### config.mk
export PLATFORM = sky130hd
export DESIGN_NAME = slat_ctrl
export DESIGN_NICKNAME = d
export VERILOG_FILES = /design/src/rtl/slat_pkg.sv /design/src/rtl/slat_seq.sv /design/src/rtl/slat_cmp.sv /design/src/rtl/slat_log.sv /design/src/rtl/slat_ctrl.sv
export SDC_FILE = /design/constraint.sdc
export NUM_CORES = 1
export LEC_CHECK = 0
export BUFFER_PORTS_ARGS = -buffer_cell sky130_fd_sc_hd__buf_4
export CORE_MARGIN = 2
export CORE_UTILIZATION = 25
export CTS_CLUSTER_SIZE = 20
export DETAILED_ROUTE_END_ITERATION = 8
export GPL_ROUTABILITY_DRIVEN = 1
export HOLD_SLACK_MARGIN = 0.03
export PLACE_DENSITY = 0.45
export RECOVER_POWER = 100
export SKIP_LAST_GASP = 1
export SLEW_MARGIN = 25
export SYNTH_ARGS = -nofsm -noshare
export SYNTH_HDL_FRONTEND = slang
export SYNTH_HIERARCHICAL = 1
export SYNTH_SLANG_ARGS = --single-unit
### constraint.sdc
create_clock -name clk -period 3.4 [get_ports clk]
set_input_delay 0.34 -clock clk [delete_from_list [all_inputs] [get_ports clk]]
set_output_delay 0.34 -clock clk [all_outputs]
set_load 0.01 [all_outputs]
### src/rtl/slat_pkg.sv
package slat_pkg;

  typedef enum logic [2:0] {
    CMD_NOP   = 3'd0,
    CMD_WR    = 3'd1,
    CMD_COLWR = 3'd2,
    CMD_PULSE = 3'd3,
    CMD_COLRD = 3'd4
  } cmd_e;

  typedef enum logic [1:0] {
    FLOW_BATCH  = 2'd0,
    FLOW_INTER  = 2'd1,
    FLOW_TARGET = 2'd2
  } flow_e;

  typedef struct packed {
    logic       init_tg;
    logic       init_bg;
    logic       vvss;
    logic       fin_tg;
    logic       fin_bg;
    flow_e      flow;
    logic [3:0] num;
  } cfg_t;

  function automatic cfg_t cfg_of(input logic [1:0] mode);
    cfg_t c;
    case (mode)
      2'd0:    c = '{init_tg:1'b0, init_bg:1'b0, vvss:1'b0, fin_tg:1'b1, fin_bg:1'b1,
                     flow:FLOW_BATCH, num:4'd1};
      2'd1:    c = '{init_tg:1'b1, init_bg:1'b0, vvss:1'b0, fin_tg:1'b0, fin_bg:1'b1,
                     flow:FLOW_TARGET, num:4'd5};
      2'd2:    c = '{init_tg:1'b1, init_bg:1'b1, vvss:1'b1, fin_tg:1'b1, fin_bg:1'b1,
                     flow:FLOW_INTER, num:4'd8};
      default: c = '{init_tg:1'b0, init_bg:1'b0, vvss:1'b0, fin_tg:1'b1, fin_bg:1'b1,
                     flow:FLOW_INTER, num:4'd1};
    endcase
    return c;
  endfunction

endpackage

### src/rtl/slat_seq.sv
module slat_seq
  import slat_pkg::*;
#(
  parameter  int ROWS = 16,
  parameter  int COLS = 4,
  localparam int RW   = (ROWS > 1) ? $clog2(ROWS) : 1,
  localparam int CW   = (COLS > 1) ? $clog2(COLS) : 1
) (
  input  logic          clk,
  input  logic          rst_n,
  input  logic          start,
  input  logic [1:0]    mode,
  input  logic          rd_valid,
  output cmd_e          cmd,
  output logic          wdata,
  output logic [RW-1:0] row,
  output logic [CW-1:0] col,
  output cfg_t          cfg,
  output logic          busy,
  output logic          done,
  output logic          start_acc,
  output logic          cmp_en
);

  typedef enum logic [2:0] {
    S_IDLE, S_INIT, S_CLR, S_TGT, S_PULSE, S_READ, S_WAIT, S_DONE
  } state_e;

  localparam logic [RW-1:0] ROW_LAST = RW'(ROWS - 1);
  localparam logic [CW-1:0] COL_LAST = CW'(COLS - 1);

  state_e        state_q;
  logic [RW-1:0] row_q;
  logic [CW-1:0] col_q;
  cfg_t          cfg_q;
  cfg_t          cfg_new;
  logic          last_row;
  logic          last_col;

  assign cfg_new   = cfg_of(mode);
  assign last_row  = (row_q == ROW_LAST);
  assign last_col  = (col_q == COL_LAST);
  assign start_acc = (state_q == S_IDLE) && start;
  assign cmp_en    = (state_q == S_WAIT) && rd_valid;

  always_ff @(posedge clk or negedge rst_n) begin
    if (!rst_n) begin
      state_q <= S_IDLE;
      row_q   <= '0;
      col_q   <= '0;
      cfg_q   <= '0;
    end else begin
      case (state_q)
        S_IDLE: if (start) begin
          cfg_q   <= cfg_new;
          row_q   <= '0;
          col_q   <= '0;
          state_q <= (cfg_new.flow == FLOW_TARGET) ? S_CLR : S_INIT;
        end
        S_INIT: begin
          if (last_row) begin
            row_q <= '0;
            if (last_col) begin
              col_q   <= '0;
              state_q <= S_PULSE;
            end else begin
              col_q <= col_q + 1'b1;
            end
          end else begin
            row_q <= row_q + 1'b1;
          end
        end
        S_CLR:   state_q <= S_TGT;
        S_TGT:   state_q <= S_PULSE;
        S_PULSE: begin
          if (cfg_q.flow == FLOW_BATCH) begin
            if (last_col) begin
              col_q   <= '0;
              state_q <= S_READ;
            end else begin
              col_q <= col_q + 1'b1;
            end
          end else begin
            state_q <= S_READ;
          end
        end
        S_READ:  state_q <= S_WAIT;
        S_WAIT: if (rd_valid) begin
          case (cfg_q.flow)
            FLOW_BATCH: begin
              if (last_col) state_q <= S_DONE;
              else begin
                col_q   <= col_q + 1'b1;
                state_q <= S_READ;
              end
            end
            FLOW_TARGET: begin
              if (last_row) begin
                row_q <= '0;
                if (last_col) state_q <= S_DONE;
                else begin
                  col_q   <= col_q + 1'b1;
                  state_q <= S_CLR;
                end
              end else begin
                row_q   <= row_q + 1'b1;
                state_q <= S_CLR;
              end
            end
            default: begin
              if (last_col) state_q <= S_DONE;
              else begin
                col_q   <= col_q + 1'b1;
                state_q <= S_PULSE;
              end
            end
          endcase
        end
        S_DONE:  state_q <= S_IDLE;
        default: state_q <= S_IDLE;
      endcase
    end
  end

  always_comb begin
    cmd   = CMD_NOP;
    wdata = 1'b0;
    case (state_q)
      S_INIT:  begin cmd = CMD_WR;    wdata = cfg_q.init_tg; end
      S_CLR:   begin cmd = CMD_COLWR; wdata = cfg_q.init_bg; end
      S_TGT:   begin cmd = CMD_WR;    wdata = cfg_q.init_tg; end
      S_PULSE: cmd = CMD_PULSE;
      S_READ:  cmd = CMD_COLRD;
      default: cmd = CMD_NOP;
    endcase
  end

  assign row  = row_q;
  assign col  = col_q;
  assign cfg  = cfg_q;
  assign busy = (state_q != S_IDLE);
  assign done = (state_q == S_DONE);

endmodule

### src/rtl/slat_cmp.sv
module slat_cmp #(
  parameter  int ROWS = 16,
  localparam int RW   = (ROWS > 1) ? $clog2(ROWS) : 1
) (
  input  logic [ROWS-1:0] rd_data,
  input  logic            fin_tg,
  input  logic            fin_bg,
  input  logic            per_target,
  input  logic [RW-1:0]   tgt_row,
  output logic [ROWS-1:0] exp_vec,
  output logic            mismatch,
  output logic [RW-1:0]   low_row
);

  function automatic logic [ROWS-1:0] expect_vec(input logic ft, input logic fb,
                                                 input logic pt, input logic [RW-1:0] t);
    logic [ROWS-1:0] v;
    for (int i = 0; i < ROWS; i++)
      v[i] = (pt && (RW'(i) == t)) ? ft : fb;
    return v;
  endfunction

  function automatic logic [RW-1:0] lowest_set(input logic [ROWS-1:0] v);
    logic [RW-1:0] r;
    r = '0;
    for (int i = ROWS - 1; i >= 0; i--)
      if (v[i]) r = RW'(i);
    return r;
  endfunction

  logic [ROWS-1:0] diff;

  assign exp_vec  = expect_vec(fin_tg, fin_bg, per_target, tgt_row);
  assign diff     = rd_data ^ exp_vec;
  assign mismatch = |diff;
  assign low_row  = lowest_set(diff);

endmodule

### src/rtl/slat_log.sv
module slat_log #(
  parameter  int ROWS = 16,
  parameter  int COLS = 4,
  localparam int RW   = (ROWS > 1) ? $clog2(ROWS) : 1,
  localparam int CW   = (COLS > 1) ? $clog2(COLS) : 1
) (
  input  logic          clk,
  input  logic          rst_n,
  input  logic          clr,
  input  logic          cmp_en,
  input  logic          mismatch,
  input  logic [RW-1:0] low_row,
  input  logic [CW-1:0] col,
  output logic          fail,
  output logic [RW-1:0] fail_row,
  output logic [CW-1:0] fail_col
);

  always_ff @(posedge clk or negedge rst_n) begin
    if (!rst_n) begin
      fail     <= 1'b0;
      fail_row <= '0;
      fail_col <= '0;
    end else if (clr) begin
      fail     <= 1'b0;
      fail_row <= '0;
      fail_col <= '0;
    end else if (cmp_en && mismatch && !fail) begin
      fail     <= 1'b1;
      fail_row <= low_row;
      fail_col <= col;
    end
  end

endmodule

### src/rtl/slat_ctrl.sv
module slat_ctrl
  import slat_pkg::*;
#(
  parameter  int ROWS = 16,
  parameter  int COLS = 4,
  localparam int RW   = (ROWS > 1) ? $clog2(ROWS) : 1,
  localparam int CW   = (COLS > 1) ? $clog2(COLS) : 1
) (
  input  logic            clk,
  input  logic            rst_n,
  input  logic            start,
  input  logic [1:0]      mode,
  output logic [2:0]      arr_cmd,
  output logic [RW-1:0]   arr_row,
  output logic [CW-1:0]   arr_col,
  output logic            arr_wl,
  output logic            arr_wwla,
  output logic            arr_wwlb,
  output logic            arr_bl_drive,
  output logic            arr_vvss,
  input  logic            rd_valid,
  input  logic [ROWS-1:0] rd_data,
  output logic            busy,
  output logic            done,
  output logic            fail,
  output logic [RW-1:0]   fail_row,
  output logic [CW-1:0]   fail_col,
  output logic [3:0]      fail_cfg
);

  cmd_e            cmd;
  logic            wdata;
  cfg_t            cfg;
  logic            start_acc;
  logic            ev_cmp;
  logic            ev_mismatch;
  logic [RW-1:0]   ev_low_row;
  logic [ROWS-1:0] ev_exp_vec;
  logic            is_write;

  slat_seq #(.ROWS(ROWS), .COLS(COLS)) u_seq (
    .clk(clk), .rst_n(rst_n), .start(start), .mode(mode), .rd_valid(rd_valid),
    .cmd(cmd), .wdata(wdata), .row(arr_row), .col(arr_col), .cfg(cfg),
    .busy(busy), .done(done), .start_acc(start_acc), .cmp_en(ev_cmp)
  );

  slat_cmp #(.ROWS(ROWS)) u_cmp (
    .rd_data(rd_data), .fin_tg(cfg.fin_tg), .fin_bg(cfg.fin_bg),
    .per_target(cfg.flow == FLOW_TARGET), .tgt_row(arr_row),
    .exp_vec(ev_exp_vec), .mismatch(ev_mismatch), .low_row(ev_low_row)
  );

  slat_log #(.ROWS(ROWS), .COLS(COLS)) u_log (
    .clk(clk), .rst_n(rst_n), .clr(start_acc), .cmp_en(ev_cmp),
    .mismatch(ev_mismatch), .low_row(ev_low_row), .col(arr_col),
    .fail(fail), .fail_row(fail_row), .fail_col(fail_col)
  );

  assign is_write     = (cmd == CMD_WR) || (cmd == CMD_COLWR);
  assign arr_cmd      = cmd;
  assign arr_wl       = is_write || (cmd == CMD_COLRD);
  assign arr_wwla     = (is_write && wdata)  || (cmd == CMD_PULSE);
  assign arr_wwlb     = (is_write && !wdata) || (cmd == CMD_PULSE);
  assign arr_bl_drive = is_write;
  assign arr_vvss     = busy && cfg.vvss;
  assign fail_cfg     = cfg.num;

endmodule

==> results.yml, run 1 <==
status:
  outcome: "finished clean"
sta:
  setup_viol: 0
  grt_setup_unrepaired: "no"
  relSlewSlack: 0.1491
  tightest_slew_ns: 1.276
  period_minus_slack_ns: 2.996
  timing.fmax_ghz: 0.3338
  tns_ns: 0
  setup_ws_ns: 0.4043
  post-route-period-util: 0.8811
  drv_slew: 0
  clock_skew_ns: 0.003899
  final_hold_viol_count: 0
cells_and_area:
  nets: 434
  final_common_cell: "nor2_1"
  n_antenna_cell: 0
  nFillCells: 1277
  multi_input_area_um2: 2085
  drive_gt1_frac: 0.1213
  area_delta_synth_final_pct: 13.56
  most-common-layout-cells: "34 x nor2_1, 33 x nand2b_1, 31 x nand2_1, 28 x clkbuf_1, 28 x buf_4"
  final-seq-area_um2: 575.6
worst_setup_path:
  worst-path-buf-inv: 1
  cp-start-kind: "register"
  path_delay_family: "simple AND/OR/NAND/NOR gates"
  reg2reg_to: "u_log/fail_col[0]"
  crit_start: "u_seq/cfg[2]"
  cp.required_ns: 3.57
  path_cells: "nor2b_1 > buf_4 > nor3b_1 > nand2_1 > o22ai_1 > nor2_1 > o22ai_1 > nand2b_1 > nand3b_1 > and3b_1 > mux2i_1"
  worst_setup_path_end_kind: "register"
  path_class: "register to register"
  ff2ff_setup_slack_ns: 0.40
  endpoint: "u_log/fail_col[0]"
  r2r_cells: 11
  worstPathMaxFanout: 9
  slowest_stage: "dfrtp_1"
  path_common_cell: "o22ai_1"
  r2r-start: "u_seq/cfg[2]"
  arrival_ns: 3.16
  crit_path_max_incr_delay_ns: 0.47
  worst-path-stages: 11
floorplanning:
  core_area_um2: 11370
  die_h_um: 111.5
  ioPinCount: 49
  die_w_um: 111.5
  start_util: 0.2541
  row_count: 39
  dieArea_um2: 12430
clock_tree:
  cts-root-buf: "clkbuf_16"
  clock-sinks: 23
  cts_max_path_buffers: 2
  htree_num_levels: 1
  ctsResizeCount: 0
  cts.clk_slew.worst_paths_ns: 0.06
  clk_latency_ns: 0.25
  cts_tree: "yes"
  cts_buffers: 3
global_routing:
  met1_usage: 0.1844
  grt_pass1_wl_um: 13910
  use_met3: 0.01306
  grt_antenna_before_repair: 0
  grt_use_met2: 0.2220
  grt.busiest_layer: "met2"
  track_usage: 0.1300
  grt_pass1_vias: 2766
  grt_max_degree: 25
  grt_overflow: 0
pwr:
  vdd_drop_max_uv: 330.2
  p_leak_nw: 1.237
  powerDensity_nw_per_um2: 631.9
logic_synthesis:
  syn_area_um2: 2889
  syn_area_per_cell_um2: 7.684
  syn-num-nets: 405
  synthesis.instances: 376
  ys_warn_count: 6
route:
  drtIter0Drc: 136
  wire_per_inst_um: 15.07
  drc: 0
  via_count: 2955
  via_per_inst: 5.402
  routed_wl_um: 8241
  drt-pass1-iter-count: 5
  drtAntennaViolNets: 0
placed_design:
  place_ws_ns: 0.4265
  hpwl_um: 6365
  globalplace.congestion: 0.8237
  io_buffer_count: 47
flow_run:
  maxCapViolations: 0
hold_path:
  hp-class: "primary input to register"
worst register-to-register path, stage by stage, from the launching register on:
cell	delay, ns
dfrtp_1	0.47
nor2b_1	0.17
buf_4	0.16
nor3b_1	0.47
nand2_1	0.21
o22ai_1	0.19
nor2_1	0.06
o22ai_1	0.24
nand2b_1	0.18
nand3b_1	0.13
and3b_1	0.38
mux2i_1	0.25
power by group:
part	leakage (nW)	total [mW]	internal (mW)	switching, mW
Sequential	0.298	0.545	0.362	0.182
Clock	0.0382	0.253	0.160	0.0935
Combinational	0.901	1.28	0.541	0.734
sequential cells by signal, summed over array words and instances, names as in the netlist:
| signal | flops |
|---|---|
| u_seq/col | 2 |
| u_seq/state_q | 3 |
| u_log/fail_row | 4 |
| u_log/fail_col | 2 |
| u_seq/cfg | 7 |
| u_seq/row | 4 |
| u_log/fail | 1 |
repair_timing:
item	CTS	global route
hold buffers	1	0
hold endpoints to repair	23	0
setup buffers	0	0
cell type report:
| cell class | count | share of cell area |
|---|---|---|
| multi-input combinational | 310 | 0.6354 |
| sequential | 23 | 0.1754 |
| clock buffer | 4 | 0.02403 |
| inverter | 11 | 0.01259 |
| tap | 143 | 0.05454 |
| timing repair buffer | 56 | 0.09802 |
layer usage:
metal / vias up / share of wire
met3: 4 / 0.044
met5: - / 0
met2: 73 / 0.47
met1: 1427 / 0.48
li1: 1451 / -
met4: 0 / 0.0066
per-stage QoR:
stage                     cells  hold WS (ns)  cell area [um2]  total power [mW]    util
after floorplan             376       0.04441             2889             1.526       -
after global placement      542        0.2607             3306             1.972  0.2907
after detailed placement    542        0.2648             3306             1.972  0.2907
after CTS                   547        0.3291             3395             2.239  0.2986
after global routing        547        0.3346             3281             2.282  0.2885
final                       547        0.3334             3281             2.073  0.2885
worst min path at each step:
stage	slack [ns]	startpoint	depth (start not counted)	endpoint
2_1_floorplan	0.04	rst_n	0	u_log/fail
3_3_place_gp	0.26	rst_n	1	u_seq/cfg[10]
3_5_place_dp	0.26	rst_n	1	u_seq/cfg[0]
4_1_cts	0.33	rd_valid	2	u_seq/state_q[1]
5_1_grt	0.33	rd_valid	2	u_seq/state_q[1]
6_report	0.33	rd_valid	2	u_seq/state_q[1]
Note: power is estimated with default switching activity, not from simulation.
==> run 2, diff against run 1 <==
--- a/config.mk
+++ b/config.mk
@@ -12,7 +12,7 @@
 export DETAILED_ROUTE_END_ITERATION = 8
 export GPL_ROUTABILITY_DRIVEN = 1
 export HOLD_SLACK_MARGIN = 0.03
-export PLACE_DENSITY = 0.45
+export PLACE_DENSITY = 0.52
 export RECOVER_POWER = 100
 export SKIP_LAST_GASP = 1
 export SLEW_MARGIN = 25
@@ -20,3 +20,4 @@
 export SYNTH_HDL_FRONTEND = slang
 export SYNTH_HIERARCHICAL = 1
 export SYNTH_SLANG_ARGS = --single-unit
+export TNS_END_PERCENT = 10
==> run 2 against run 1 <==
Total power increased by 0.16%; cell count decreased by 0.18%; global-route usage about the same; critical path type unchanged; largest cell class unchanged.
==> results.yml, run 2 (synthesized netlist as in run 1, its figures left out) <==
clock_tree:
  cts_max_path_buffers: 2
  htree_num_levels: 1
  cts.clk_slew.worst_paths_ns: 0.06
  clock-sinks: 23
  cts-root-buf: "clkbuf_16"
  cts_buffers: 3
  cts_setup_buffers: 0
  cts_tree: "yes"
  clk_latency_ns: 0.26
hold_path:
  hold_end: "u_seq/state_q[1]"
  holdPathStages: 2
  hold_start: "rd_valid"
  hp-class: "primary input to register"
worst_setup_path:
  r2r-start: "u_seq/cfg[2]"
  ff2ff_setup_slack_ns: 0.37
  arrival_ns: 3.20
  cp-start-kind: "register"
  path_class: "register to register"
  reg2reg_to: "u_log/fail_row[2]"
  cp.required_ns: 3.57
  worst_setup_path_end_kind: "register"
  r2r_cells: 9
  worstPathMaxFanout: 9
placed_design:
  place_ws_ns: 0.2128
  globalplace.congestion: 0.8882
  io_buffer_count: 47
  hpwl_um: 6013
global_routing:
  grt_pass1_wl_um: 13920
  track_usage: 0.1298
  grt_overflow: 0
  grt_max_degree: 25
  grt_antenna_before_repair: 0
  grt_pass1_vias: 2803
status:
  outcome: "finished clean"
route:
  drc: 0
  drtIter0Drc: 239
  wire_per_inst_um: 14.70
  routed_wl_um: 8027
  via_per_inst: 5.390
  via_count: 2943
  drtAntennaViolNets: 0
  drt-pass1-iter-count: 5
floorplanning:
  die_w_um: 111.5
  row_count: 39
  ioPinCount: 49
  die_h_um: 111.5
  start_util: 0.2541
  core_area_um2: 11370
  dieArea_um2: 12430
pwr:
  p_leak_nw: 1.236
  powerDensity_nw_per_um2: 633.1
  vdd_drop_max_uv: 346.8
cells_and_area:
  drive_gt1_frac: 0.1241
  final_common_cell: "nor2_1"
  n_antenna_cell: 0
  most-common-layout-cells: "34 x nor2_1, 33 x nand2b_1, 31 x nand2_1, 28 x buf_4"
  largest_reg_flops: 7
  nFillCells: 1239
  area_delta_synth_final_pct: 13.51
  nets: 433
sta:
  tightest_slew_ns: 1.223
  tns_ns: 0
  timing.fmax_ghz: 0.3300
  setup_ws_ns: 0.3694
  clock_skew_ns: 0.006032
  post-route-period-util: 0.8913
  final_hold_viol_count: 0
  setup_viol: 0
  relSlewSlack: 0.1849
  period_minus_slack_ns: 3.031
  drv_slew: 0
  grt_setup_unrepaired: "no"
flow_run:
  maxCapViolations: 0
run 2: changes by cell type in the layout (fill, tap and decap cells not counted), sizes merged:
cell,before,now
clkbuf,31,30
run 2: layout make-up:
class | count | area (um2) | area share
clock buffers | 4 | 78.83 | 0.02404
multi-input cells | 310 | 2087 | 0.6364
well taps | 143 | 178.9 | 0.05456
repair buffers | 55 | 317.8 | 0.09691
flip-flops and latches | 23 | 575.6 | 0.1755
inverters | 11 | 41.29 | 0.01259
run 2: worst max path at each step:
stage,start,endpoint,depth (start not counted)
5_1_grt,u_seq/cfg[2],u_log/fail_row[2],10
3_3_place_gp,u_seq/cfg[2],u_log/fail_row[3],9
3_5_place_dp,u_seq/cfg[2],u_log/fail_row[2],10
2_1_floorplan,u_seq/cfg[2],u_log/fail_col[0],12
6_report,u_seq/cfg[2],u_log/fail_row[2],9
4_1_cts,u_seq/cfg[2],u_log/fail_row[2],9
run 2: metal layers:
layer / wire length (um) / track usage / share of wire
met1: 3877 / 0.1842 / 0.48
met2: 3708 / 0.2142 / 0.46
met3: 370 / 0.01470 / 0.046
met4: 71 / 0.02551 / 0.0088
met5: 0 / 0 / 0
run 2: worst max-delay path, cell delays in order (launching register included):
cell and delay [ns]:
dfrtp_1 0.47, nor2b_2 0.42, or3b_4 0.48, or3_2 0.48
o21ai_0 0.11, a221oi_2 0.10, nand2b_1 0.12, nand3b_1 0.13
and3b_1 0.38, mux2i_1 0.24
run 2: repair_timing:
item,CTS,global route
hold endpoints to repair,23,0
hold buffers,1,0
gates resized for setup,0,1
setup endpoints to repair,0,6
run 2: report_power, final:
| part | internal [mW] | switching (mW) | leakage, nW |
|---|---|---|---|
| combinational | 0.540 | 0.749 | 0.900 |
| sequential | 0.363 | 0.169 | 0.298 |
| clock | 0.160 | 0.0955 | 0.0382 |
run 2: through the flow:
stage | std cells | power [mW] | hold WS [ns] | utilization | area, um2
detailed placement | 541 | 1.963 | 0.2592 | 0.2901 | 3298
global placement | 541 | 1.951 | 0.2551 | 0.2901 | 3298
finish | 546 | 2.076 | 0.3304 | 0.2884 | 3279
global route | 546 | 2.288 | 0.3215 | 0.2884 | 3279
CTS | 546 | 2.235 | 0.3244 | 0.2979 | 3387
floorplan | 376 | 1.526 | 0.04441 | - | 2889
